`src/rtl/flash_wr_pkg.sv`:
```
// Shared opcodes and state encodings for the serial flash write sequencer.
package flash_wr_pkg;
    localparam logic [7:0] OPC_WREN  = 8'h06;
    localparam logic [7:0] OPC_RDSR  = 8'h05;
    localparam logic [7:0] OPC_BULK  = 8'hC7;
    localparam logic [7:0] OPC_SECT  = 8'hD8;
    localparam logic [7:0] OPC_PROG  = 8'h02;

    localparam logic [1:0] CMD_PROG  = 2'b00;
    localparam logic [1:0] CMD_SECT  = 2'b01;

    typedef enum logic [1:0] {
        FR_WREN,
        FR_MAIN,
        FR_POLL
    } frame_e;

    typedef enum logic [1:0] {
        ST_IDLE,
        ST_LOAD,
        ST_XFER,
        ST_GAP
    } seq_state_e;
endpackage

```
`src/rtl/flash_spi_shifter.sv`:
```
// One-byte SPI mode-0 shifter.
// Shifts tx_byte out MSB first and captures MISO on each rising SCLK.
// Pulses done for one cycle after the eighth falling edge.
// Assumes start is only raised while the shifter is idle; CLK_DIV >= 1.
module flash_spi_shifter #(
    parameter int CLK_DIV = 2
) (
    input  logic       clk,
    input  logic       rst_n,
    input  logic       start,
    input  logic [7:0] tx_byte,
    input  logic       miso,
    output logic       sclk,
    output logic       mosi,
    output logic       done,
    output logic [7:0] rx_byte
);
    localparam int DW = (CLK_DIV > 1) ? $clog2(CLK_DIV) : 1;
    localparam logic [DW-1:0] DIV_END = DW'(CLK_DIV - 1);

    logic          active;
    logic          phase;
    logic [2:0]    bit_cnt;
    logic [DW-1:0] div_cnt;
    logic [7:0]    sh_q;

    // Divider, half-period phase and bit shifting for one byte.
    always_ff @(posedge clk) begin
        if (!rst_n) begin
            active  <= 1'b0;
            phase   <= 1'b0;
            bit_cnt <= '0;
            div_cnt <= '0;
            sh_q    <= '0;
            rx_byte <= '0;
            done    <= 1'b0;
        end else begin
            done <= 1'b0;
            if (start && !active) begin
                active  <= 1'b1;
                phase   <= 1'b0;
                bit_cnt <= '0;
                div_cnt <= '0;
                sh_q    <= tx_byte;
            end else if (active) begin
                if (div_cnt == DIV_END) begin
                    div_cnt <= '0;
                    if (!phase) begin
                        phase   <= 1'b1;
                        rx_byte <= {rx_byte[6:0], miso};
                    end else begin
                        phase   <= 1'b0;
                        sh_q    <= {sh_q[6:0], 1'b0};
                        bit_cnt <= bit_cnt + 3'd1;
                        if (bit_cnt == 3'd7) begin
                            active <= 1'b0;
                            done   <= 1'b1;
                        end
                    end
                end else begin
                    div_cnt <= div_cnt + DW'(1);
                end
            end
        end
    end

    // Mode 0: clock low except in the second half of each bit.
    assign sclk = active & phase;
    assign mosi = active & sh_q[7];
endmodule

```
`src/rtl/flash_cs_gap.sv`:
```
// Counts clocks with chip select released, saturating at MIN_GAP.
// gap_ok means the deselect time already meets the minimum.
// Assumes MIN_GAP >= 1; reset treats the bus as having been idle long enough.
module flash_cs_gap #(
    parameter int MIN_GAP = 3
) (
    input  logic clk,
    input  logic rst_n,
    input  logic cs_n,
    output logic gap_ok
);
    localparam int GW = $clog2(MIN_GAP + 1);
    localparam logic [GW-1:0] GAP_MAX = GW'(MIN_GAP);

    logic [GW-1:0] cnt_q;

    // Restart while selected, count up while deselected.
    always_ff @(posedge clk) begin
        if (!rst_n)
            cnt_q <= GAP_MAX;
        else if (!cs_n)
            cnt_q <= '0;
        else if (cnt_q != GAP_MAX)
            cnt_q <= cnt_q + GW'(1);
    end

    assign gap_ok = (cnt_q == GAP_MAX);
endmodule

```
`src/rtl/flash_wr_seq.sv`:
```
// Serial flash write-side command sequencer (SPI mode-0 master).
// Runs write enable, the operation frame, then status polls until the
// write-in-progress bit reads 0. Page program data arrives over valid/ready
// with a last marker. Assumes at least one data byte per page program.
module flash_wr_seq
    import flash_wr_pkg::*;
#(
    parameter int CLK_DIV = 2,
    parameter int MIN_GAP = 3
) (
    input  logic        clk,
    input  logic        rst_n,
    input  logic        req_valid,
    output logic        req_ready,
    input  logic [1:0]  req_cmd,
    input  logic [23:0] req_addr,
    input  logic        wr_valid,
    output logic        wr_ready,
    input  logic [7:0]  wr_data,
    input  logic        wr_last,
    output logic        busy,
    output logic        done,
    output logic        spi_cs_n,
    output logic        spi_sclk,
    output logic        spi_mosi,
    input  logic        spi_miso
);
    localparam logic [2:0] IDX_DATA = 3'd4;

    seq_state_e  state;
    frame_e      frame;
    logic [1:0]  cmd_q;
    logic [23:0] addr_q;
    logic [2:0]  idx;
    logic        last_q;
    logic        wip_q;

    logic [7:0]  tx_byte;
    logic [7:0]  rx_byte;
    logic        byte_last;
    logic        byte_is_data;
    logic        byte_ok;
    logic        sh_start;
    logic        sh_done;
    logic        gap_ok;

    // Pick the next byte of the current frame and whether it ends the frame.
    always_comb begin
        tx_byte      = 8'h00;
        byte_last    = 1'b0;
        byte_is_data = 1'b0;
        unique case (frame)
            FR_WREN: begin
                tx_byte   = OPC_WREN;
                byte_last = 1'b1;
            end
            FR_POLL: begin
                tx_byte   = (idx == 3'd0) ? OPC_RDSR : 8'h00;
                byte_last = (idx != 3'd0);
            end
            default: begin
                case (idx)
                    3'd0: begin
                        tx_byte   = (cmd_q == CMD_PROG) ? OPC_PROG :
                                    (cmd_q == CMD_SECT) ? OPC_SECT : OPC_BULK;
                        byte_last = cmd_q[1];
                    end
                    3'd1: tx_byte = addr_q[23:16];
                    3'd2: tx_byte = addr_q[15:8];
                    3'd3: begin
                        tx_byte   = addr_q[7:0];
                        byte_last = (cmd_q == CMD_SECT);
                    end
                    default: begin
                        tx_byte      = wr_data;
                        byte_is_data = 1'b1;
                        byte_last    = wr_last;
                    end
                endcase
            end
        endcase
    end

    assign byte_ok  = !byte_is_data || wr_valid;
    assign sh_start = (state == ST_LOAD) && byte_ok;

    // Frame and byte sequencing, status capture and completion pulse.
    always_ff @(posedge clk) begin
        if (!rst_n) begin
            state  <= ST_IDLE;
            frame  <= FR_WREN;
            cmd_q  <= '0;
            addr_q <= '0;
            idx    <= '0;
            last_q <= 1'b0;
            wip_q  <= 1'b0;
            done   <= 1'b0;
        end else begin
            done <= 1'b0;
            unique case (state)
                ST_IDLE: begin
                    if (req_valid) begin
                        cmd_q  <= req_cmd;
                        addr_q <= req_addr;
                        frame  <= FR_WREN;
                        idx    <= '0;
                        state  <= ST_LOAD;
                    end
                end
                ST_LOAD: begin
                    if (byte_ok) begin
                        last_q <= byte_last;
                        state  <= ST_XFER;
                    end
                end
                ST_XFER: begin
                    if (sh_done) begin
                        if (last_q) begin
                            if (frame == FR_POLL)
                                wip_q <= rx_byte[0];
                            state <= ST_GAP;
                        end else begin
                            idx   <= (idx == IDX_DATA) ? IDX_DATA : idx + 3'd1;
                            state <= ST_LOAD;
                        end
                    end
                end
                default: begin
                    if (gap_ok) begin
                        idx <= '0;
                        case (frame)
                            FR_WREN: begin
                                frame <= FR_MAIN;
                                state <= ST_LOAD;
                            end
                            FR_MAIN: begin
                                frame <= FR_POLL;
                                state <= ST_LOAD;
                            end
                            default: begin
                                if (wip_q) begin
                                    state <= ST_LOAD;
                                end else begin
                                    state <= ST_IDLE;
                                    done  <= 1'b1;
                                end
                            end
                        endcase
                    end
                end
            endcase
        end
    end

    assign req_ready = (state == ST_IDLE);
    assign busy      = (state != ST_IDLE);
    assign wr_ready  = (state == ST_LOAD) && byte_is_data;
    assign spi_cs_n  = !((state == ST_LOAD) || (state == ST_XFER));

    flash_spi_shifter #(.CLK_DIV(CLK_DIV)) shifter_i (
        .clk     (clk),
        .rst_n   (rst_n),
        .start   (sh_start),
        .tx_byte (tx_byte),
        .miso    (spi_miso),
        .sclk    (spi_sclk),
        .mosi    (spi_mosi),
        .done    (sh_done),
        .rx_byte (rx_byte)
    );

    flash_cs_gap #(.MIN_GAP(MIN_GAP)) gap_i (
        .clk    (clk),
        .rst_n  (rst_n),
        .cs_n   (spi_cs_n),
        .gap_ok (gap_ok)
    );
endmodule

```
`config.mk`:
```
export PLATFORM = sky130hd
export DESIGN_NAME = flash_wr_seq
export DESIGN_NICKNAME = d
export VERILOG_FILES = /design/src/rtl/flash_wr_pkg.sv /design/src/rtl/flash_spi_shifter.sv /design/src/rtl/flash_cs_gap.sv /design/src/rtl/flash_wr_seq.sv
export SDC_FILE = /design/constraint.sdc
export NUM_CORES = 1
export LEC_CHECK = 0
export BUFFER_PORTS_ARGS = -buffer_cell sky130_fd_sc_hd__clkbuf_2
export CORE_AREA = 2 2 82 84
export CTS_CLUSTER_SIZE = 25
export DETAILED_ROUTE_END_ITERATION = 8
export DIE_AREA = 0 0 84 86
export GPL_ROUTABILITY_DRIVEN = 0
export PLACE_DENSITY = 0.74
export RECOVER_POWER = 100
export SYNTH_ARGS = -nofsm -noshare
export SYNTH_HDL_FRONTEND = slang
export SYNTH_SLANG_ARGS = --single-unit
export TNS_END_PERCENT = 1
```
`constraint.sdc`:
```
create_clock -name clk -period 5.15 [get_ports clk]
set_clock_uncertainty 0.2 [all_clocks]
set_input_delay 1.03 -clock clk [delete_from_list [all_inputs] [get_ports clk]]
set_output_delay 1.03 -clock clk [all_outputs]
set_load 0.03 [all_outputs]
```
---- Word level (Yosys, flattened, before mapping) ----
Cells that the tools add are included.
cells by class
  add/subtract/negate cells ............... 4
  eq/ne operators ......................... 16
  muxes and demuxes ....................... 42
  bitwise gates (word level) .............. 10
  reduce and logical (&&, ||, !) cells .... 40
operators by type and width
  cell                 count
  $mux 8               5
  $pmux 8 s4           1
  $mux 2               9
  $mux 3               6
  $pmux 8 s2           1
  $reduce_and 4->1     4
  $mux 1               13
  $reduce_bool 2->1    6
  $reduce_or 2->1      5
  $pmux 3 s3           1
  $reduce_bool 3->1    3
  $ne 2x2->1 const B   4
  $not 1->1            8
  $pmux 2 s2           2
  $reduce_or 7->1      1
  $add 3x1->3 const B  2
  $eq 2x1->1 const B   3
  $eq 2x2->1 const B   3
  $eq 3x2->1 const B   2
  $eq 3x3->1 const B   2
  $logic_not 2->1      3
  $pmux 2 s3           1
  $reduce_and 2->1     3
  $reduce_and 3->1     2
  16 further kinds     22
storage, ports and cells
  register bits ........................... 54
  output and inout bits ................... 7

---- Logic depth before layout (Yosys ltp) ----
Gate-level depths: netlist of the first run.
  depth after elaboration ................. 10
  mapped depth ............................ 8
  gate-level depth less buffers ........... 7

---- Hierarchy ----
From an unflattened synthesis of the first run, not the netlist that was laid out.
unflattened totals
  cell total of the unflattened synthesis .. 349
  area, all modules ....................... 3067.9 µm²
modules (own cells, without submodules)
  module             instances  cells each  area an instance (µm²)  seq. area each (µm²)
  flash_wr_seq       1          243         1998.2                  720.7
  flash_spi_shifter  1          98          984.7                   460.4
  flash_cs_gap       1          8           85.1                    40.0

---- Worst setup path before layout of the first run ----
Ideal clock, no wire load.
  path kind ............................... flip-flop to output port
  start ................................... register idx[0]
  end ..................................... output wr_ready
  data arrival time ....................... 1518 ps
  required time ........................... 3920 ps
  path slack .............................. 2402 ps
  cell stages (with the launch flop) ...... 6
  cells stage by stage .................... dfxtp_1 > inv_1 > ha_1 > nor3_2 > o21ai_4 > nor2_1
between the ends
  word-level cells in the longest chain between the ends .. 5
  elaborated cells on any way between the ends .. 8
  classes of those cells .................. eq/ne: 3; mux: 2; reduce/logical: 3
ends and longest elaborated chain
  element                             line                 RTL
  from (decl)                         flash_wr_seq.sv:34   logic [2:0] idx;
  from (signal assigned)              flash_wr_seq.sv:123  idx <= (idx == IDX_DATA) ? IDX_DATA : idx + 3'd1;
  $eq 3x2->1 (tied with other cells)  flash_wr_seq.sv:62   case (idx)
  $reduce_or 4->1 (no line) (*)       --
  $mux 1 (*)                          flash_wr_seq.sv:62
  $mux 1 (*)                          flash_wr_seq.sv:52   unique case (frame)
  $logic_and 1x1->1 (*)               flash_wr_seq.sv:157  assign wr_ready = (state == ST_LOAD) && byte_is_data;
  to (decl)                           flash_wr_seq.sv:18   output logic wr_ready,
Mark *: on every way between the ends. The rest lies on a longest branch, timed or not.

---- Worst setup path after layout of the first run ----
  start ................................... register idx[2]
  end ..................................... output wr_ready
Same word-level chain as after synthesis.

==> impl_metrics.ini, run 1 <==
[synthesis]
syn-cell-area_sq_um = 2640
netlist.area_leader.share_pct = 41.0
synth_edf_count = 0
ys_seq_area_share_pct = 41.0
synth_area_leaders = dfxtp_1, nand2_1, a21oi_1, ha_1, nor2_1
yosysWarnings = 0
async_flop_share_pct = 0
syn_area_per_cell_sq_um = 8.03
synth_top_cell_by_area = dfxtp_1
synth_flop_cell = dfxtp_1
synthDistinctLibCells = 49
synth-seq-cells = 54
syn-num-nets = 380
synth_cells = 328

[layout]
areaGrowthSynthToFinish_pct = 11.0
multi_input_area_sq_um = 1380
regArea_sq_um = 1080
diodes = 0
finalNonFillerCells = 441
nets = 415
layout.filler_cells = 673
drive_gt1_share_pct = 14.6
finalCoreUtilization_pct = 46.6

[global_routing]
antenna_found_initial = 0
first_global_vias = 2246
gr-total-overflow = 0
grt_max_degree = 28
grt_use_total_pct = 17.7
grt_pass1_wl_um = 10400

[power]
combPwrFrac_pct = 34.9
p_leak_nw = 1.17
ir_drop_mv = 0.292
power_density_nw_per_um2 = 418
clock_power_share_pct = 19.9
switching_share_pct = 38.7
total_power_mw = 1.22
internal_power_mw = 0.750
seqPwrFrac_pct = 45.3
netSwitchingPower_mw = 0.474

[die]
initial_core_util_pct = 42.0
core-area_sq_um = 6280
die_w_um = 84
die_h_um = 86
rows = 29
ios = 47
design.die.area_sq_um = 7220

[min_path]
min_path_type = reg2reg
hold-path-cell-count = 2

[timing]
finalMaxSlewViolations = 0
max_freq_mhz = 286
rsz0062_at_grt = no
hold_viol_final = 0
setup_viol = 0
relSlewSlack_pct = 15.7
tightest_slew_ns = 1.26
final.min_clock_period_ns = 3.49
setup-tns-final_ns = 0
setup_slack_ns = 1.66
post-route-period-util_pct = 67.9

[critical_path]
critPathLaunchType = flop
cp-end-kind = output port
slowest_delay_ns = 0.56
cp.required_ns = 3.92
crit_type = reg2out
ff2ff_path_depth = 7
cp.arrival_ns = 2.26
crit_chain = inv_1, ha_1, nor2b_1, o21ai_0, nor2_1, clkbuf_1
cp_max_fo = 12
crit_slowest_cell = dfxtp_1

[drt]
wl_um = 5970
wire_per_inst_um = 13.5
antenna_left = 0
drt-pass1-iter-count = 4
dr.first_iter.drc_count = 90
viasPerCell = 5.42
dr_total_vias = 2392
drc_errors = 0

[cts]
h-tree-depth = 2
cts_tree = built
cts_root_buffer = clkbuf_8
clk_pin_slew_ns = 0.10
cts_buffer_depth = 2
cts_resized = 0
numCtsBuffers = 5
insertion_delay_ns = 0.31
cts_hold_buf = 0
post_cts_buffers = 0
clkSinkCount = 54

[place]
dpl.cell_count = 433
dp_hpwl_um = 4500
place_ws_ns = 2.14
io_buffers = 46

[run]
cap_violations = 0

[outcome]
status = complete, no violations
-- per-stage QoR --
step	instance area (sq um)	hold WS (ns)
6_report	2930	0.262
3_5_place_dp	2880	0.252
2_1_floorplan	2640	0.236
3_3_place_gp	2880	0.243
5_1_grt	2930	0.295
4_1_cts	2970	0.265
-- power groups by stage --
stage	Sequential [mW]	Combinational, mW	Clock (mW)
finish	0.554	0.427	0.243
global route	0.565	0.485	0.268
CTS	0.555	0.442	0.247
detailed placement	0.564	0.440	0
global placement	0.561	0.430	0
floorplan	0.536	0.368	0
-- layer usage --
layer | vias to the layer above | GRT usage, % | wire length [um]
met4 | 0 | 6.89 | 142
met5 | - | 0 | 0
li1 | 1215 | - | -
met3 | 12 | 4.62 | 374
met1 | 1097 | 22.9 | 2770
met2 | 68 | 28.5 | 2680
-- flip-flops by register name, summed over array words and instances (netlist names), 2 cells and up --
signal / flops
idx: 3
frame: 2
addr_q: 24
gap_i.cnt_q: 2
shifter_i.sh_q: 8
state: 2
shifter_i.bit_cnt: 3
cmd_q: 2
-- cell type report --
class	instances	share of cell area, %
multi-input cells	242	47.1
flip-flops and latches	54	37.0
repair buffers	47	7.78
well taps	77	3.29
clock buffers	5	2.35
inverters	13	1.67
clock inverters	3	0.813
-- layout by cell type, fill, tap and decap left out, drive strengths merged, types with 2 or more instances in the layout --
| cell type | instances |
|---|---|
| a21oi | 41 |
| a221oi | 3 |
| a222oi | 6 |
| a22oi | 2 |
| a2bb2oi | 4 |
| a31oi | 2 |
| and2 | 4 |
| and3 | 3 |
| clkbuf | 51 |
| clkinvlp | 2 |
| dfxtp | 54 |
| ha | 12 |
| inv | 14 |
| mux2i | 5 |
| nand2 | 79 |
| nand3 | 7 |
| nand4 | 3 |
| nor2 | 20 |
| nor2b | 6 |
| nor3 | 2 |
| o211ai | 4 |
| o21ai | 13 |
| o22ai | 5 |
| or3 | 2 |
| xnor2 | 2 |
| xor2 | 2 |
-- worst paths after layout --
check                  start                    to  slack [ns]
setup / recovery      idx[2]              wr_ready        1.66
hold / removal    addr_q[12]            addr_q[12]        0.26
setup reg to reg      idx[2]  shifter_i.bit_cnt[1]        2.38
hold reg to reg   addr_q[12]            addr_q[12]        0.26
-- worst max-delay path: cells and delay by family, from the launching register on --
kind | cells | cell delay (ns)
flops | 1 | 0.56
buf+inv | 2 | 0.45
simple gates | 2 | 0.36
fa+ha+maj | 1 | 0.35
compound gates | 1 | 0.23
-- cells in the mapped netlist, types with 2 or more instances --
master     number
o211ai_1        4
and3_1          3
o21ai_0        11
clkbuf_1       11
o22ai_1         5
buf_2           5
xor2_1          2
xnor2_1         2
ha_1           12
nand2_1        79
dfxtp_1        54
or3_1           2
mux2i_1         5
a21oi_2         2
nor2_1         20
a222oi_1        6
and2_1          4
inv_1          13
a21oi_1        39
a221oi_1        2
nand3_1         7
nand4_1         3
a31oi_1         2
a2bb2oi_1       4
a22oi_1         2
nor2b_1         6
-- cells by family after synthesis --
group | share of synthesized area, %
fa+ha+maj | 5.70
flops | 41.0
mux | 1.90
buf+inv | 5.37
compound gates | 23.1
simple gates | 21.6
xor+xnor | 1.33
No activity file was read; power rests on OpenSTA's default activity.
==> run 2, diff against run 1 <==
ABC_AREA = 1   (was not set)
CORE_AREA = 2 2 83 85   (was 2 2 82 84)
DIE_AREA = 0 0 85 87   (was 0 0 84 86)
PLACE_DENSITY = 0.77   (was 0.74)
clock period = 3.19 ns   (was 5.15 ns; I/O delays follow)
==> run 2 against run 1 <==
  * The run now ends with max-capacitance violations, max-slew violations left
  * Sequential share of layout area shrank 1.4 points
  * Hold slack lost 0.025 ns
  * Clock-buffer cell count up 1
  * Critical endpoint unchanged
  * Largest cell class unchanged
==> impl_metrics.ini, run 2 <==
[run]
cap_violations = 1

[critical_path]
slowest_delay_ns = 0.43
crit_slowest_cell = dfxtp_1
r2r-end = shifter_i.sh_q[1]
crit_buf_inv = 2
reg2reg_slack_ns = 0.58
critPathLaunchType = flop
r2r-start = idx[2]
cp_max_fo = 10
ff2ff_path_depth = 10
critPathTopFamily = flip-flops
crit_chain = inv_2, ha_1, a21oi_4, nand2_1, nor3_1, clkbuf_2
crit_type = reg2out
cp-end-kind = output port
cp.arrival_ns = 2.14
cp.required_ns = 2.35

[synthesis]
synth-seq-cells = 54
yosys.area_share.adder_pct = 5.53
ys_seq_area_share_pct = 39.8
synthDistinctLibCells = 29
synth-compound-area-share_pct = 13.1
synth_top_family_by_area = simple AND/OR/NAND/NOR gates
syn-num-nets = 456
synth_top_cell_by_area = dfxtp_1
synth_common_cells = nand2_1, nor2_1, dfxtp_1, o21ai_0, inv_1
synth_edf_count = 0
synth_area_leaders = dfxtp_1, nand2_1, nor2_1, o21ai_0, ha_1
synthMuxAreaShare_pct = 0
synth_flop_cell = dfxtp_1
async_flop_share_pct = 0
netlist.area_leader.share_pct = 39.8
syn_area_per_cell_sq_um = 6.72
yosysWarnings = 0
yosys.area_share.simple_pct = 33.5
syn-cell-area_sq_um = 2720
post-synth-top-count-cell = nand2_1
synth_cells = 404
synth-xor-area-share_pct = 0.322

[die]
initial_core_util_pct = 41.4
core-area_sq_um = 6570
ios = 47
rows = 30
design.die.area_sq_um = 7400
die_w_um = 85
die_h_um = 87

[cts]
cts_resized = 0
post_cts_buffers = 0
cts_tree = built
h-tree-depth = 2
numCtsBuffers = 5
cts_hold_buf = 0
cts_root_buffer = clkbuf_8
clk_pin_slew_ns = 0.10
clkSinkCount = 54
insertion_delay_ns = 0.31
cts_buffer_depth = 2

[power]
power_density_nw_per_um2 = 825
ir_drop_mv = 0.269
p_leak_nw = 1.44

[place]
place_ws_ns = 0.509
dpl.cell_count = 517
io_buffers = 46
place_area_sq_um = 2980
dp_hpwl_um = 4870

[layout]
drive_gt1_share_pct = 11.7
layout_commonest_cell = nand2_1
nets = 496
finalNonFillerCells = 525
largest_reg_flops = 24
final_area_sq_um = 3040
diodes = 0
layout.filler_cells = 675
areaGrowthSynthToFinish_pct = 12.0
reg.largest.list = addr_q (24), shifter_i.sh_q (8)
top_register = addr_q
layout_common_cells = nand2_1, nor2_1, dfxtp_1, o21ai_0, clkbuf_2

[timing]
tightest_slew_ns = 1.65
max_freq_mhz = 336
final.min_clock_period_ns = 2.97
hold_viol_final = 0
setup_viol = 0
finalMaxSlewViolations = 47
fin_hold_ws_ns = 0.237
rsz0062_at_grt = no
post-route-period-util_pct = 93.2
setup-tns-final_ns = 0
relSlewSlack_pct = -10.1
setup_slack_ns = 0.216

[outcome]
status = finished with violations
violations = max-capacitance violations, max-slew violations

[drt]
wire_per_inst_um = 12.3
antenna_left = 0
dr.first_iter.drc_count = 196
wl_um = 6450
drc_errors = 0
drt-pass1-iter-count = 5
viasPerCell = 5.06
dr_total_vias = 2659

[global_routing]
gr-total-overflow = 0
grt_pass1_wl_um = 11000
first_global_vias = 2507
grt_use_total_pct = 18.4
antenna_found_initial = 0
grt_max_degree = 47

[min_path]
hold-path-cell-count = 1
hold_path_end = done
min_path_type = reg2reg
hold_start = wip_q
==> run 2: changes by cell type after synthesis, sizes merged, moves of 6 or more <==
cell    before  now
o21ai       13   42
a21oi       41   21
nand3        7   31
nor2        20   80
nand2       79   96
a222oi       6    0
inv         13   36
nor2b        6    0
==> run 2: how the worst max path moves through the flow <==
| stage | endpoint | depth (start not counted) | startpoint | slack (ns) |
|---|---|---|---|---|
| finish | wr_ready | 6 | idx[2] | 0.22 |
| global route | wr_ready | 6 | idx[2] | 0.1 |
| CTS | wr_ready | 6 | idx[2] | 0.17 |
| detailed placement | wr_ready | 6 | idx[2] | 0.51 |
| global placement | wr_ready | 6 | idx[2] | 0.56 |
| floorplan | wr_ready | 6 | idx[2] | 0.43 |
==> run 2: stage by stage <==
step	power [mW]	utilization (%)
after floorplan	1.87	-
after global routing	2.74	46.3
after global placement	2.10	45.4
after detailed placement	2.14	45.4
final	2.51	46.3
after CTS	2.53	46.9
==> run 2: per-layer routing <==
layer	vias to the layer above	wire length, um	GRT usage (%)
met3	9	310	2.94
met1	1195	2830	22.7
li1	1372	-	-
met4	0	122	7.07
met5	-	0	0
met2	83	3190	32.0
==> run 2: logic make-up after synthesis <==
family / count (synthesis)
compound gates: 67
xor+xnor: 1
fa+ha+maj: 12
buf+inv: 51
flops: 54
simple gates: 219
==> run 2: cell type report <==
cell class	instances	area, sq um	area share (%)
Clock buffer	6	82.6	2.71
Clock inverter	2	12.5	0.411
Inverter	37	139	4.56
Multi-Input combinational cell	299	1400	46.0
Sequential cell	54	1080	35.5
Tap cell	80	100	3.29
Timing Repair Buffer	47	229	7.52
==> run 2: report_power, final <==
part | total [mW] | switching (mW) | internal, mW
Sequential | 0.956 | 0.125 | 0.832
Combinational | 1.16 | 0.782 | 0.373
Clock | 0.399 | 0.224 | 0.175
Total | 2.51 | 1.13 | 1.38
